## src/rtl/irq_trig_pkg.sv

```systemverilog
package irq_trig_pkg;

  typedef enum logic [1:0] {
    TRIG_LVL_LO    = 2'd0,
    TRIG_EDGE_FALL = 2'd1,
    TRIG_LVL_HI    = 2'd2,
    TRIG_EDGE_RISE = 2'd3
  } trig_mode_e;

  // Byte offsets of the three registers for each address layout.
  function automatic int unsigned ctrl_off(input int unsigned layout);
    ctrl_off = 0;
    if (layout > 2) ctrl_off = 0;
  endfunction

  function automatic int unsigned pend_off(input int unsigned layout);
    case (layout)
      2:       pend_off = 8;
      default: pend_off = 4;
    endcase
  endfunction

  function automatic int unsigned en_off(input int unsigned layout);
    case (layout)
      1:       en_off = 52;
      2:       en_off = 4;
      default: en_off = 8;
    endcase
  endfunction

  function automatic logic is_edge(input trig_mode_e m);
    is_edge = (m == TRIG_EDGE_FALL) || (m == TRIG_EDGE_RISE);
  endfunction

endpackage

```

## src/rtl/irq_sync.sv

```systemverilog
module irq_sync #(
  parameter int STAGES = 2
) (
  input  logic clk,
  input  logic rst_n,
  input  logic din,
  output logic dout
);
  logic [STAGES-1:0] chain_q;

  generate
    for (genvar g = 0; g < STAGES; g++) begin : g_stage
      if (g == 0) begin : g_first
        always_ff @(posedge clk or negedge rst_n) begin
          if (!rst_n) chain_q[g] <= 1'b0;
          else        chain_q[g] <= din;
        end
      end else begin : g_next
        always_ff @(posedge clk or negedge rst_n) begin
          if (!rst_n) chain_q[g] <= 1'b0;
          else        chain_q[g] <= chain_q[g-1];
        end
      end
    end
  endgenerate

  assign dout = chain_q[STAGES-1];
endmodule

```

## src/rtl/irq_trig_detect.sv

```systemverilog
module irq_trig_detect
  import irq_trig_pkg::*;
(
  input  logic       clk,
  input  logic       rst_n,
  input  logic       lvl,
  input  trig_mode_e mode,
  output logic       evt
);
  logic prev_q;

  always_ff @(posedge clk or negedge rst_n) begin
    if (!rst_n) prev_q <= 1'b0;
    else        prev_q <= lvl;
  end

  always_comb begin
    unique case (mode)
      TRIG_LVL_LO:    evt = ~lvl;
      TRIG_EDGE_FALL: evt = prev_q & ~lvl;
      TRIG_LVL_HI:    evt = lvl;
      TRIG_EDGE_RISE: evt = lvl & ~prev_q;
      default:        evt = 1'b0;
    endcase
  end
endmodule

```

## src/rtl/irq_regfile.sv

```systemverilog
module irq_regfile
  import irq_trig_pkg::*;
#(
  parameter int          DATA_W = 32,
  parameter int          ADDR_W = 8,
  parameter int unsigned LAYOUT = 0
) (
  input  logic              clk,
  input  logic              rst_n,
  input  logic [ADDR_W-1:0] bus_addr,
  input  logic              bus_wr,
  input  logic [DATA_W-1:0] bus_wdata,
  input  logic              bus_rd,
  output logic [DATA_W-1:0] bus_rdata,
  input  logic              evt,
  output trig_mode_e        mode,
  output logic              pend,
  output logic              en,
  output logic              clr_hit,
  output logic              irq_out
);
  localparam logic [ADDR_W-1:0] A_CTRL = ADDR_W'(ctrl_off(LAYOUT));
  localparam logic [ADDR_W-1:0] A_PEND = ADDR_W'(pend_off(LAYOUT));
  localparam logic [ADDR_W-1:0] A_EN   = ADDR_W'(en_off(LAYOUT));

  logic [DATA_W-1:0] ctrl_q;
  logic              pend_q, en_q, out_q;
  logic              hit_ctrl, hit_pend, hit_en;

  assign hit_ctrl = (bus_addr == A_CTRL);
  assign hit_pend = (bus_addr == A_PEND);
  assign hit_en   = (bus_addr == A_EN);
  assign clr_hit  = bus_wr & hit_pend & bus_wdata[0];

  always_ff @(posedge clk or negedge rst_n) begin
    if (!rst_n) begin
      ctrl_q <= '0;
      en_q   <= 1'b0;
    end else if (bus_wr) begin
      if (hit_ctrl) ctrl_q <= bus_wdata;
      if (hit_en)   en_q   <= bus_wdata[0];
    end
  end

  // Set has priority over a same-cycle clear.
  always_ff @(posedge clk or negedge rst_n) begin
    if (!rst_n) pend_q <= 1'b0;
    else        pend_q <= evt | (pend_q & ~clr_hit);
  end

  always_ff @(posedge clk or negedge rst_n) begin
    if (!rst_n) out_q <= 1'b0;
    else        out_q <= pend_q & en_q;
  end

  always_comb begin
    bus_rdata = '0;
    if (bus_rd) begin
      if (hit_ctrl)      bus_rdata = ctrl_q;
      else if (hit_pend) bus_rdata = DATA_W'(pend_q);
      else if (hit_en)   bus_rdata = DATA_W'(en_q);
    end
  end

  assign mode    = trig_mode_e'(ctrl_q[1:0]);
  assign pend    = pend_q;
  assign en      = en_q;
  assign irq_out = out_q;
endmodule

```

## src/rtl/irq_trig_ctrl.sv

```systemverilog
module irq_trig_ctrl
  import irq_trig_pkg::*;
#(
  parameter int          DATA_W      = 32,
  parameter int          ADDR_W      = 8,
  parameter int unsigned LAYOUT      = 0,
  parameter int          SYNC_STAGES = 2
) (
  input  logic              clk,
  input  logic              rst_n,
  input  logic              irq_in,
  input  logic [ADDR_W-1:0] bus_addr,
  input  logic              bus_wr,
  input  logic [DATA_W-1:0] bus_wdata,
  input  logic              bus_rd,
  output logic [DATA_W-1:0] bus_rdata,
  output logic              irq_out
);
  logic       sync_lvl, evt, pend, en, clr_hit;
  trig_mode_e mode;

  irq_sync #(.STAGES(SYNC_STAGES)) u_sync (
    .clk(clk), .rst_n(rst_n), .din(irq_in), .dout(sync_lvl)
  );

  irq_trig_detect u_detect (
    .clk(clk), .rst_n(rst_n), .lvl(sync_lvl), .mode(mode), .evt(evt)
  );

  irq_regfile #(.DATA_W(DATA_W), .ADDR_W(ADDR_W), .LAYOUT(LAYOUT)) u_regs (
    .clk(clk), .rst_n(rst_n),
    .bus_addr(bus_addr), .bus_wr(bus_wr), .bus_wdata(bus_wdata),
    .bus_rd(bus_rd), .bus_rdata(bus_rdata),
    .evt(evt), .mode(mode), .pend(pend), .en(en),
    .clr_hit(clr_hit), .irq_out(irq_out)
  );
endmodule

```

## config.mk

```make
export PLATFORM = sky130hd
export DESIGN_NAME = irq_trig_ctrl
export DESIGN_NICKNAME = d
export VERILOG_FILES = /design/src/rtl/irq_trig_pkg.sv /design/src/rtl/irq_sync.sv /design/src/rtl/irq_trig_detect.sv /design/src/rtl/irq_regfile.sv /design/src/rtl/irq_trig_ctrl.sv
export SDC_FILE = /design/constraint.sdc
export NUM_CORES = 1
export LEC_CHECK = 0
export CORE_MARGIN = 8
export CORE_UTILIZATION = 47
export CTS_BUF_LIST = sky130_fd_sc_hd__clkbuf_4
export CTS_CLUSTER_SIZE = 16
export DETAILED_ROUTE_END_ITERATION = 12
export GPL_ROUTABILITY_DRIVEN = 0
export GPL_TIMING_DRIVEN = 0
export PLACE_DENSITY_LB_ADDON = 0.15
export SETUP_SLACK_MARGIN = 0.4
export SYNTH_ARGS = -nofsm -noshare
export SYNTH_HDL_FRONTEND = slang
export SYNTH_SLANG_ARGS = --single-unit
export TNS_END_PERCENT = 100
```

## constraint.sdc

```tcl
create_clock -name clk -period 3.1 [get_ports clk]
set_input_delay 0.62 -clock clk [delete_from_list [all_inputs] [get_ports clk]]
set_output_delay 0.62 -clock clk [all_outputs]
set_load 0.02 [all_outputs]
```

==> qor.csv, run 1 <==
stage,metric,value,unit
timing,setup_viol_count_final,0,
worst_hold_path,min_to,u_sync.dout,
yosys,yosysWarnings,0,
global_route,grt_pass1_wl,7400,um
setup_path,rrSetupSlack,2.12,ns
yosys,yosysTopAreaCell,dfrtp_1,
yosys,synth_common_cells,"dfrtp_1 (38), and2_1 (32), mux2_4 (30)",
global_route,grt_max_degree,39,
timing,worstMarginPinSlew,0.836,ns
cts,hold_buffers,0,
setup_path,worstReg2RegStart,u_regs.ctrl_q[0],
floorplan,initial_utilization,0.494,
yosys,async_reset_ff_frac,1.00,
power_and_ir_drop,cellPowerDensity,318,nW/um2
floorplan,die_w,78.3,um
cells_and_area,drive_gt1_frac,0.398,
setup_path,crit_chain,"dlygate4sd2_1, nor4_4, and4b_4, clkbuf_8, and2_1, buf_6",
route,vias,1291,
route,ant_nets,0,
setup_path,worst_path_largest_cell_delay,0.36,ns
global_route,track_usage,0.150,
status,status,"finished, final reports clean",
cts,clk_latency,0.33,ns
route,drt-total-wl,4490,um
yosys,synth_area_leaders,"dfrtp_1 (52%), mux2_4 (25%), and2_1 (11%), buf_6 (1.9%), mux2_2 (1.9%)",
global_route,grt.overflow.total,0,
setup_path,slowest_stage,and4b_4,
setup_path,crit_fanout,7,
timing,hold_slack,0.364,ns
worst_hold_path,hold_start,u_sync.chain_q[0],
yosys,syn_area,1820,um2
timing,fin_skew,0.00133,ns
global_route,antenna_found_initial,0,
yosys,syn_area_per_cell,14.2,um2
job,maxCapViolations,0,
place,port_buffers,77,
cells_and_area,nets,262,
setup_path,rr_worst_depth,3,
setup_path,worstPathArrival,1.97,ns
yosys,synthesis.nets,173,
worst_hold_path,worstHoldPathType,reg -> reg,
global_route,grt_pass1_vias,1465,
yosys,synth_seq_area_share,0.522,
timing,period_minus_slack,2.59,ns
cts,cts_root_buffer,clkbuf_4,
route,first_pass_iters,4,
cts,cts_made_buffers,5,
setup_path,crit_path_start_kind,input pin,
worst_hold_path,hold_depth,0,
yosys,synthMostInstantiatedCell,dfrtp_1,
timing,slew_viol_final,0,
timing,max_slew_margin,0.443,
setup_path,criticalPathCategory,in -> out,
setup_path,r2r-end,u_regs.pend,
floorplan,die_h,78.3,um
yosys,ys_seq_elements,38,
route,drc,0,
timing,hold_violations,0,
timing,post-route-period-util,0.835,
cts,cts_tree,yes,
yosys,synth-edff-count,0,
route,drt_iter0_drc,23,
floorplan,die-area,6130,um2
cts,path_clk_slew,0.10,ns
yosys,synth_cells,128,
yosys,synth_cell_types,21,
cts,cts_buffer_depth,2,
setup_path,crit_path_end_kind,output pin,
place,hpwl,3290,um
timing,worst_slack,0.512,ns
timing,fmax,0.386,GHz
setup_path,crit_required,2.48,ns
floorplan,io_pins,78,
cts,htree_levels,2,
route,avgRoutedWirePerCell,17.0,um
cells_and_area,area_delta_synth_final,48.9,%
route,viasPerCell,4.89,
timing,rsz0062_at_grt,false,
yosys,synth_top_cell_area_share,0.522,
yosys,synth_ff_type,dfrtp_1,
place,place_ws,-0.494,ns
cells_and_area,diodes,0,
floorplan,fp-row-count,22,
power_and_ir_drop,leakage,1.42,nW
power_and_ir_drop,vdd_drop_max,0.248,mV
floorplan,core-area,3690,um2
cts,clock-sinks,38,
-- repair_timing --
action,CTS,global route
setup endpoints to repair,32,30
hold endpoints to repair,0,0
resized for setup,178,2
pin swaps,3,0
setup buffers,2,0
cloned,3,0
-- final cells by class --
cell class / count / area (um2)
repair buffers: 82 / 746
clock inverters: 1 / 3.75
well taps: 48 / 60.1
clock buffers: 5 / 37.5
plain buffers: 6 / 75.1
flip-flops and latches: 38 / 951
multi-input cells: 83 / 838
inverters: 1 / 3.75
fillers: 280 / 973
-- per-layer routing --
metal,up-vias,track usage,routed length (um)
met3,4,0.0706,368
li1,614,-,-
met1,624,0.177,1990
met4,0,0.0389,27
met2,49,0.241,2100
met5,-,0,0
-- critical path, delay by kind of cell --
| kind | cells | cell delay [ns] |
|---|---|---|
| and+or+nand+nor | 3 | 0.80 |
| buffers and inverters | 3 | 0.55 |
-- stage by stage --
| stage | instances | area [um2] | TNS (ns) | util | total power, mW |
|---|---|---|---|---|---|
| final | 264 | 2720 | 0 | 0.736 | 0.862 |
| after global routing | 264 | 2720 | 0 | 0.736 | 0.902 |
| after CTS | 264 | 2710 | 0 | 0.735 | 0.875 |
| after detailed placement | 253 | 2650 | -13.59 | 0.718 | 0.651 |
| after global placement | 253 | 2650 | -12.66 | 0.719 | 0.647 |
| after floorplan | 128 | 1820 | 0 | - | 0.573 |
-- power breakdown --
| group | internal (mW) | leakage, nW | switching (mW) |
|---|---|---|---|
| clock network | 0.0775 | 0.0246 | 0.143 |
| logic | 0.0774 | 0.885 | 0.0332 |
| registers | 0.518 | 0.512 | 0.0123 |
| total | 0.673 | 1.42 | 0.189 |
-- registers in the layout, indices dropped and copies added, names as in the netlist --
register,cells
u_regs.pend,1
u_regs.ctrl_q,32
u_regs.en,1
u_regs.irq_out,1
u_detect.prev_q,1
u_sync.dout,1
u_sync.chain_q,1
-- placed cells by master, fill, tap and decap left out, drive strengths merged, types with 2 or more instances in the layout --
cell type,instances
nor2b,2
dlygate4sd2,7
clkdlybuf4s15,2
dfrtp,38
clkdlybuf4s50,36
nand4,2
and2,32
buf,36
nand2,2
mux2,33
nor3,2
clkbuf,11
-- cells by family after synthesis --
logic type / after synthesis / synth area share
simple gates: 47 / 0.175
flops: 38 / 0.522
mux: 33 / 0.266
buf+inv: 7 / 0.0268
compound gates: 3 / 0.0110
-- how the worst max path moves through the flow --
stage / end / cells past startpoint / from / slack, ns
final: bus_rdata[18] / 6 / bus_addr[4] / 0.51
after global routing: bus_rdata[29] / 6 / bus_addr[4] / 0.42
after CTS: bus_rdata[22] / 6 / bus_addr[4] / 0.43
after detailed placement: bus_rdata[4] / 6 / bus_addr[2] / -0.49
after global placement: bus_rdata[14] / 6 / bus_addr[7] / -0.45
after floorplan: bus_rdata[0] / 3 / bus_addr[7] / 0.71
Note: power is estimated with default switching activity, not from simulation.
==> run 2: changes to the inputs <==
--- a/config.mk
+++ b/config.mk
@@ -6,7 +6,7 @@
 export NUM_CORES = 1
 export LEC_CHECK = 0
 export CORE_MARGIN = 8
-export CORE_UTILIZATION = 47
+export CORE_UTILIZATION = 39
 export CTS_BUF_LIST = sky130_fd_sc_hd__clkbuf_4
 export CTS_CLUSTER_SIZE = 16
 export DETAILED_ROUTE_END_ITERATION = 12
==> constraint.sdc (replaced) <==
create_clock -name clk -period 2.2 [get_ports clk]
set_input_delay 0.44 -clock clk [delete_from_list [all_inputs] [get_ports clk]]
set_output_delay 0.44 -clock clk [all_outputs]
set_load 0.02 [all_outputs]
==> run 2 against run 1 <==
Against the previous run: worst setup slack got worse by 0.36 ns; hold slack got worse by 0.15 ns; core utilization decreased by 9.6 points; critical path type unchanged; largest power group unchanged; highest routed layer unchanged.
==> qor.csv, run 2 (synthesis results as in run 1) <==
stage,metric,value,unit,change
status,status,"finished, final reports clean",,
cts,clk_latency,0.33,ns,about the same
cells_and_area,final_cell_mix,"dfrtp_1 (38), buf_6 (36), clkdlybuf4s50_1 (35)",,
route,avgRoutedWirePerCell,17.3,um,+1.5%
cts,cts_buffer_depth,2,,unchanged
floorplan,die-area,7120,um2,+16%
cts,cts_root_buffer,clkbuf_4,,
place,post_dp_cell_area,2720,um2,+2.6%
timing,worstMarginPinSlew,0.858,ns,+0.0225 ns
route,drc,0,,unchanged
cells_and_area,fin_area,2960,um2,+9.1%
cells_and_area,fillers,351,,+25%
timing,hold_violations,0,,unchanged
cells_and_area,final_common_cell,dfrtp_1,,
global_route,track_usage,0.138,,-0.0126
place,dp_cells,259,,+2.4%
cells_and_area,diodes,0,,unchanged
global_route,grt_pass1_wl,7780,um,+5.1%
route,viasPerCell,4.86,,-0.59%
worst_hold_path,worstHoldPathType,in -> async,,
timing,setup_viol_count_final,0,,unchanged
job,maxCapViolations,0,,unchanged
global_route,grt.overflow.total,0,,unchanged
floorplan,die_w,84.4,um,+7.8%
setup_path,criticalPathCategory,in -> out,,
setup_path,slowest_stage,and4b_2,,
power_and_ir_drop,vdd_drop_max,0.297,mV,+20%
place,hpwl,3420,um,+3.8%
setup_path,crit_fanout,5,,-2
setup_path,worst_path_largest_cell_delay,0.31,ns,-0.05 ns
cts,hold_buffers,0,,unchanged
cts,cts_tree,yes,,
route,first_pass_iters,3,,-1
cts,cts_made_buffers,5,,unchanged
timing,fin_skew,0.000756,ns,-0.000570 ns
floorplan,die_h,84.4,um,+7.8%
timing,post-route-period-util,0.931,,
global_route,antenna_found_initial,0,,unchanged
floorplan,fp-row-count,25,,+14%
cells_and_area,area_delta_synth_final,62.5,%,
cts,clock-sinks,38,,unchanged
timing,hold_slack,0.211,ns,-0.154 ns
setup_path,cp_common_cell,buf_6,,
power_and_ir_drop,cellPowerDensity,425,nW/um2,+34%
timing,period_minus_slack,2.05,ns,
timing,slew_viol_final,0,,unchanged
setup_path,crit_cells,7,,+1
route,drt_iter0_drc,18,,-22%
setup_path,rrSetupSlack,1.24,ns,-0.88 ns
place,place_ws,-0.934,ns,-0.441 ns
global_route,grt_max_degree,39,,unchanged
timing,fmax,0.488,GHz,
setup_path,crit_path_end_kind,output pin,,
timing,rsz0062_at_grt,true,,
timing,fin_setup_tns,0,ns,unchanged
floorplan,core-area,4630,um2,+26%
route,drt-total-wl,4730,um,+5.3%
cells_and_area,nets,265,,+1.1%
route,vias,1332,,+3.2%
setup_path,crit_path_start_kind,input pin,,
setup_path,crit_chain,"buf_6, nor4_4, and4b_2, buf_4, clkbuf_8, and2_4, buf_6",,
setup_path,rr_worst_depth,3,,unchanged
floorplan,initial_utilization,0.394,,-0.100
setup_path,crit_required,1.76,ns,-0.72 ns
cells_and_area,top_register,u_regs.ctrl_q,,
cells_and_area,finalNonFillerCells,274,,+3.8%
timing,max_slew_margin,0.428,,-0.0150
cts,htree_levels,2,,unchanged
setup_path,critPathTopFamily,simple AND/OR/NAND/NOR gates,,
cts,path_clk_slew,0.10,ns,about the same
route,ant_nets,0,,unchanged
setup_path,worstPathArrival,1.61,ns,-0.36 ns
cells_and_area,largest_reg_flops,32,,unchanged
timing,worst_slack,0.152,ns,-0.360 ns
place,port_buffers,77,,unchanged
setup_path,crit_buf_inv,4,,+1
cells_and_area,drive_gt1_frac,0.595,,+0.197
global_route,grt_pass1_vias,1522,,+3.9%
power_and_ir_drop,leakage,1.51,nW,+6.1%
floorplan,io_pins,78,,unchanged
-- run 2: cell count changes in the layout (fill, tap and decap cells not counted), moves of 18 or more --
cell	delta
and2_1	-31
and2_4	+31
buf_6	+29
buf_4	-18
-- run 2: worst paths after layout --
path	start	endpoint
worst max register to register	u_regs.ctrl_q[0]	u_regs.pend
worst min-delay path	rst_n	u_regs.ctrl_q[17]
worst min register to register	u_sync.chain_q[0]	u_sync.dout
max in group asynchronous	rst_n	u_regs.ctrl_q[31]
worst max-delay path	bus_addr[6]	bus_rdata[28]
min in group clk	u_sync.chain_q[0]	u_sync.dout
-- run 2: final cells by class --
cell class | count | area, um2 | share of cell area
buffer | 6 | 78.8 | 0.0266
clock buffer | 7 | 52.6 | 0.0177
inverter | 1 | 3.75 | 0.00127
multi-input combinational | 83 | 927 | 0.313
sequential | 38 | 951 | 0.321
tap | 54 | 67.6 | 0.0228
timing repair buffer | 85 | 882 | 0.298
-- run 2: worst reg2reg max path: cells and delay by family, from the launching register on --
kind,cells,cell delay (ns)
flip-flops,1,0.42
AO/OA/AOI/OAI,1,0.24
AND/OR/NAND/NOR,2,0.20
-- run 2: per-layer routing --
metal  track usage  vias up  routed length (um)
li1              -      620                   -
met1         0.147      666                1880
met2         0.241       42                2480
met3        0.0576        4                 332
met4        0.0388        0                  36
met5             0        -                   0
-- run 2: what timing repair did --
| item | 4_1_cts | 5_1_grt |
|---|---|---|
| pin swaps | 31 | 4 |
| cloned | 3 | 0 |
| setup buffers | 5 | 0 |
| setup endpoints to repair | 62 | 32 |
| gates resized for setup | 251 | 9 |
-- run 2: report_power, final --
group          total [mW]  switching [mW]  internal (mW)
logic               0.159          0.0480          0.111
clock network       0.351           0.206          0.145
registers           0.750          0.0196          0.730
total                1.26           0.273          0.986
-- run 2: per-stage QoR --
step	util	power, mW
3_5_place_dp	0.587	0.920
5_1_grt	0.640	1.34
6_report	0.640	1.26
2_1_floorplan	-	0.809
3_3_place_gp	0.588	0.914
4_1_cts	0.636	1.28
==> run 3: changes to the inputs <==
--- a/config.mk
+++ b/config.mk
@@ -5,6 +5,8 @@
 export SDC_FILE = /design/constraint.sdc
 export NUM_CORES = 1
 export LEC_CHECK = 0
+export ABC_CLOCK_PERIOD_IN_PS = 2200
+export CORE_ASPECT_RATIO = 2
 export CORE_MARGIN = 8
 export CORE_UTILIZATION = 39
 export CTS_BUF_LIST = sky130_fd_sc_hd__clkbuf_4
==> run 3 against run 2 <==
Against the previous run: clock power increased by 3%; sequential share of layout area increased by 0.38 points; non-clock buffer count decreased by 2; sequential cell count unchanged; sequential power about the same; combinational power about the same; via count about the same; clock-buffer cell count decreased by 1; wire length increased by 9.5%.
==> qor.csv, run 3 (synthesis results as in run 1) <==
stage,metric,value,unit,change
route,drt_iter0_drc,31,,+13
global_route,antenna_found_initial,0,,unchanged
route,drc,0,,unchanged
power_and_ir_drop,power,1.27,mW,+0.96%
cells_and_area,final_common_cell,dfrtp_1,,
route,first_pass_iters,4,,+1
cts,cts_buffer_depth,2,,unchanged
timing,fin_skew,0.00832,ns,+0.00757 ns
timing,post-route-period-util,0.951,,+0.0205
cts,cts_made_buffers,5,,unchanged
place,dp_cells,260,,+0.39%
cells_and_area,area_delta_synth_final,60.6,%,
cells_and_area,final_cell_mix,"dfrtp_1 (38), buf_6 (35), clkdlybuf4s50_1 (35)",,
timing,worst_slack,0.107,ns,-0.0450 ns
route,drt-total-wl,5170,um,+9.5%
timing,worstMarginPinSlew,0.863,ns,+0.00448 ns
place,place_ws,-0.939,ns,-0.00461 ns
setup_path,crit_path_start_kind,input pin,,
floorplan,fp-row-count,35,,+40%
setup_path,worstPathArrival,1.65,ns,+0.04 ns
global_route,grt_pass1_vias,1590,,+4.5%
job,maxCapViolations,0,,unchanged
cells_and_area,drive_gt1_frac,0.575,,-0.0201
cts,path_clk_slew,0.12,ns,+0.02 ns
power_and_ir_drop,cellPowerDensity,434,nW/um2,+2.2%
timing,fmax,0.478,GHz,-2.2%
setup_path,crit_path_end_kind,output pin,,
floorplan,die-area,7250,um2,+1.9%
route,ant_nets,0,,unchanged
timing,fin_setup_tns,0,ns,unchanged
cells_and_area,largest_reg_flops,32,,unchanged
status,status,"finished, final reports clean",,
setup_path,crit_fanout,7,,+2
setup_path,criticalPathCategory,in -> out,,
global_route,grt.overflow.total,0,,unchanged
cells_and_area,diodes,0,,unchanged
cells_and_area,final_util,0.643,,+0.00286
floorplan,die_w,64.3,um,-24%
timing,setup_viol_count_final,0,,unchanged
global_route,track_usage,0.148,,+0.0108
cts,hold_buffers,0,,unchanged
timing,max_slew_margin,0.425,,-0.00298
route,vias,1331,,-0.075%
floorplan,die_h,113,um,+34%
cells_and_area,top_register,u_regs.ctrl_q,,
power_and_ir_drop,leakage,1.49,nW,-1.3%
timing,rsz0062_at_grt,true,,
cts,clock-sinks,38,,unchanged
floorplan,core-area,4550,um2,-1.6%
floorplan,io_pins,78,,unchanged
global_route,grt_pass1_wl,8300,um,+6.7%
cts,clk_latency,0.34,ns,about the same
power_and_ir_drop,vdd_drop_max,0.472,mV,+59%
timing,period_minus_slack,2.09,ns,+0.0450 ns
floorplan,initial_utilization,0.400,,+0.00649
cells_and_area,finalNonFillerCells,274,,unchanged
setup_path,crit_required,1.76,ns,about the same
cells_and_area,nets,263,,-0.75%
cts,cts_tree,yes,,
cts,htree_levels,2,,unchanged
route,viasPerCell,4.86,,about the same
timing,slew_viol_final,0,,unchanged
cts,cts_root_buffer,clkbuf_4,,
global_route,grt_max_degree,39,,unchanged
place,hpwl,3820,um,+12%
timing,hold_violations,0,,unchanged
place,port_buffers,77,,unchanged
route,avgRoutedWirePerCell,18.9,um,+9.5%
worst_hold_path,worstHoldPathType,in -> async,,
==> run 3: critical path, stage by stage <==
cell and delay, ns:
buf_6 0.09, nor4_4 0.29, and4b_4 0.41, buf_8 0.15
and2_4 0.14, buf_6 0.11
==> run 3: path summary, 6_finish.rpt <==
| kind | cells after the start | endpoint | from | slack (ns) |
|---|---|---|---|---|
| worst min-delay path | 1 | u_regs.ctrl_q[17] | rst_n | 0.19 |
| worst max-delay path | 6 | bus_rdata[6] | bus_addr[6] | 0.11 |
| worst max register to register | 3 | u_regs.pend | u_regs.ctrl_q[0] | 1.27 |
| max in group asynchronous | 1 | u_regs.ctrl_q[10] | rst_n | 1.46 |
| worst min register to register | 0 | u_sync.dout | u_sync.chain_q[0] | 0.36 |
| min in group clk | 0 | u_sync.dout | u_sync.chain_q[0] | 0.36 |
==> run 3: layout make-up <==
cell class              instances  area [um2]
well taps                      55        68.8
fillers                       364        1630
repair buffers                 83         852
plain buffers                   6        78.8
clock buffers                   6        45.0
multi-input cells              83         920
clock inverters                 2        8.76
flip-flops and latches         38         951
inverters                       1        3.75
==> run 3: power breakdown <==
group / switching, mW / internal (mW) / leakage, nW
clock: 0.229 / 0.133 / 0.0331
sequential: 0.0200 / 0.731 / 0.512
combinational: 0.0490 / 0.110 / 0.945
==> run 3: stage by stage <==
stage                     area (um2)  hold WS (ns)
final                           2930         0.193
after global routing            2930         0.236
after CTS                       2920         0.223
after detailed placement        2720         0.343
after global placement          2730         0.337
after floorplan                 1890         0.144
==> run 3: what timing repair did <==
item                       4_1_cts  5_1_grt
hold endpoints to repair         0        0
resized for setup              243       15
setup endpoints to repair       62       32
cloned                           3        0
buffers inserted                 3        0
pin swaps                       25        9
==> run 3: layer usage <==
layer | GRT usage | wire length [um] | up-vias
met5 | 0 | 0 | -
met4 | 0.0499 | 51 | 0
met3 | 0.0544 | 330 | 4
met2 | 0.284 | 3120 | 45
met1 | 0.135 | 1680 | 665
li1 | - | - | 617
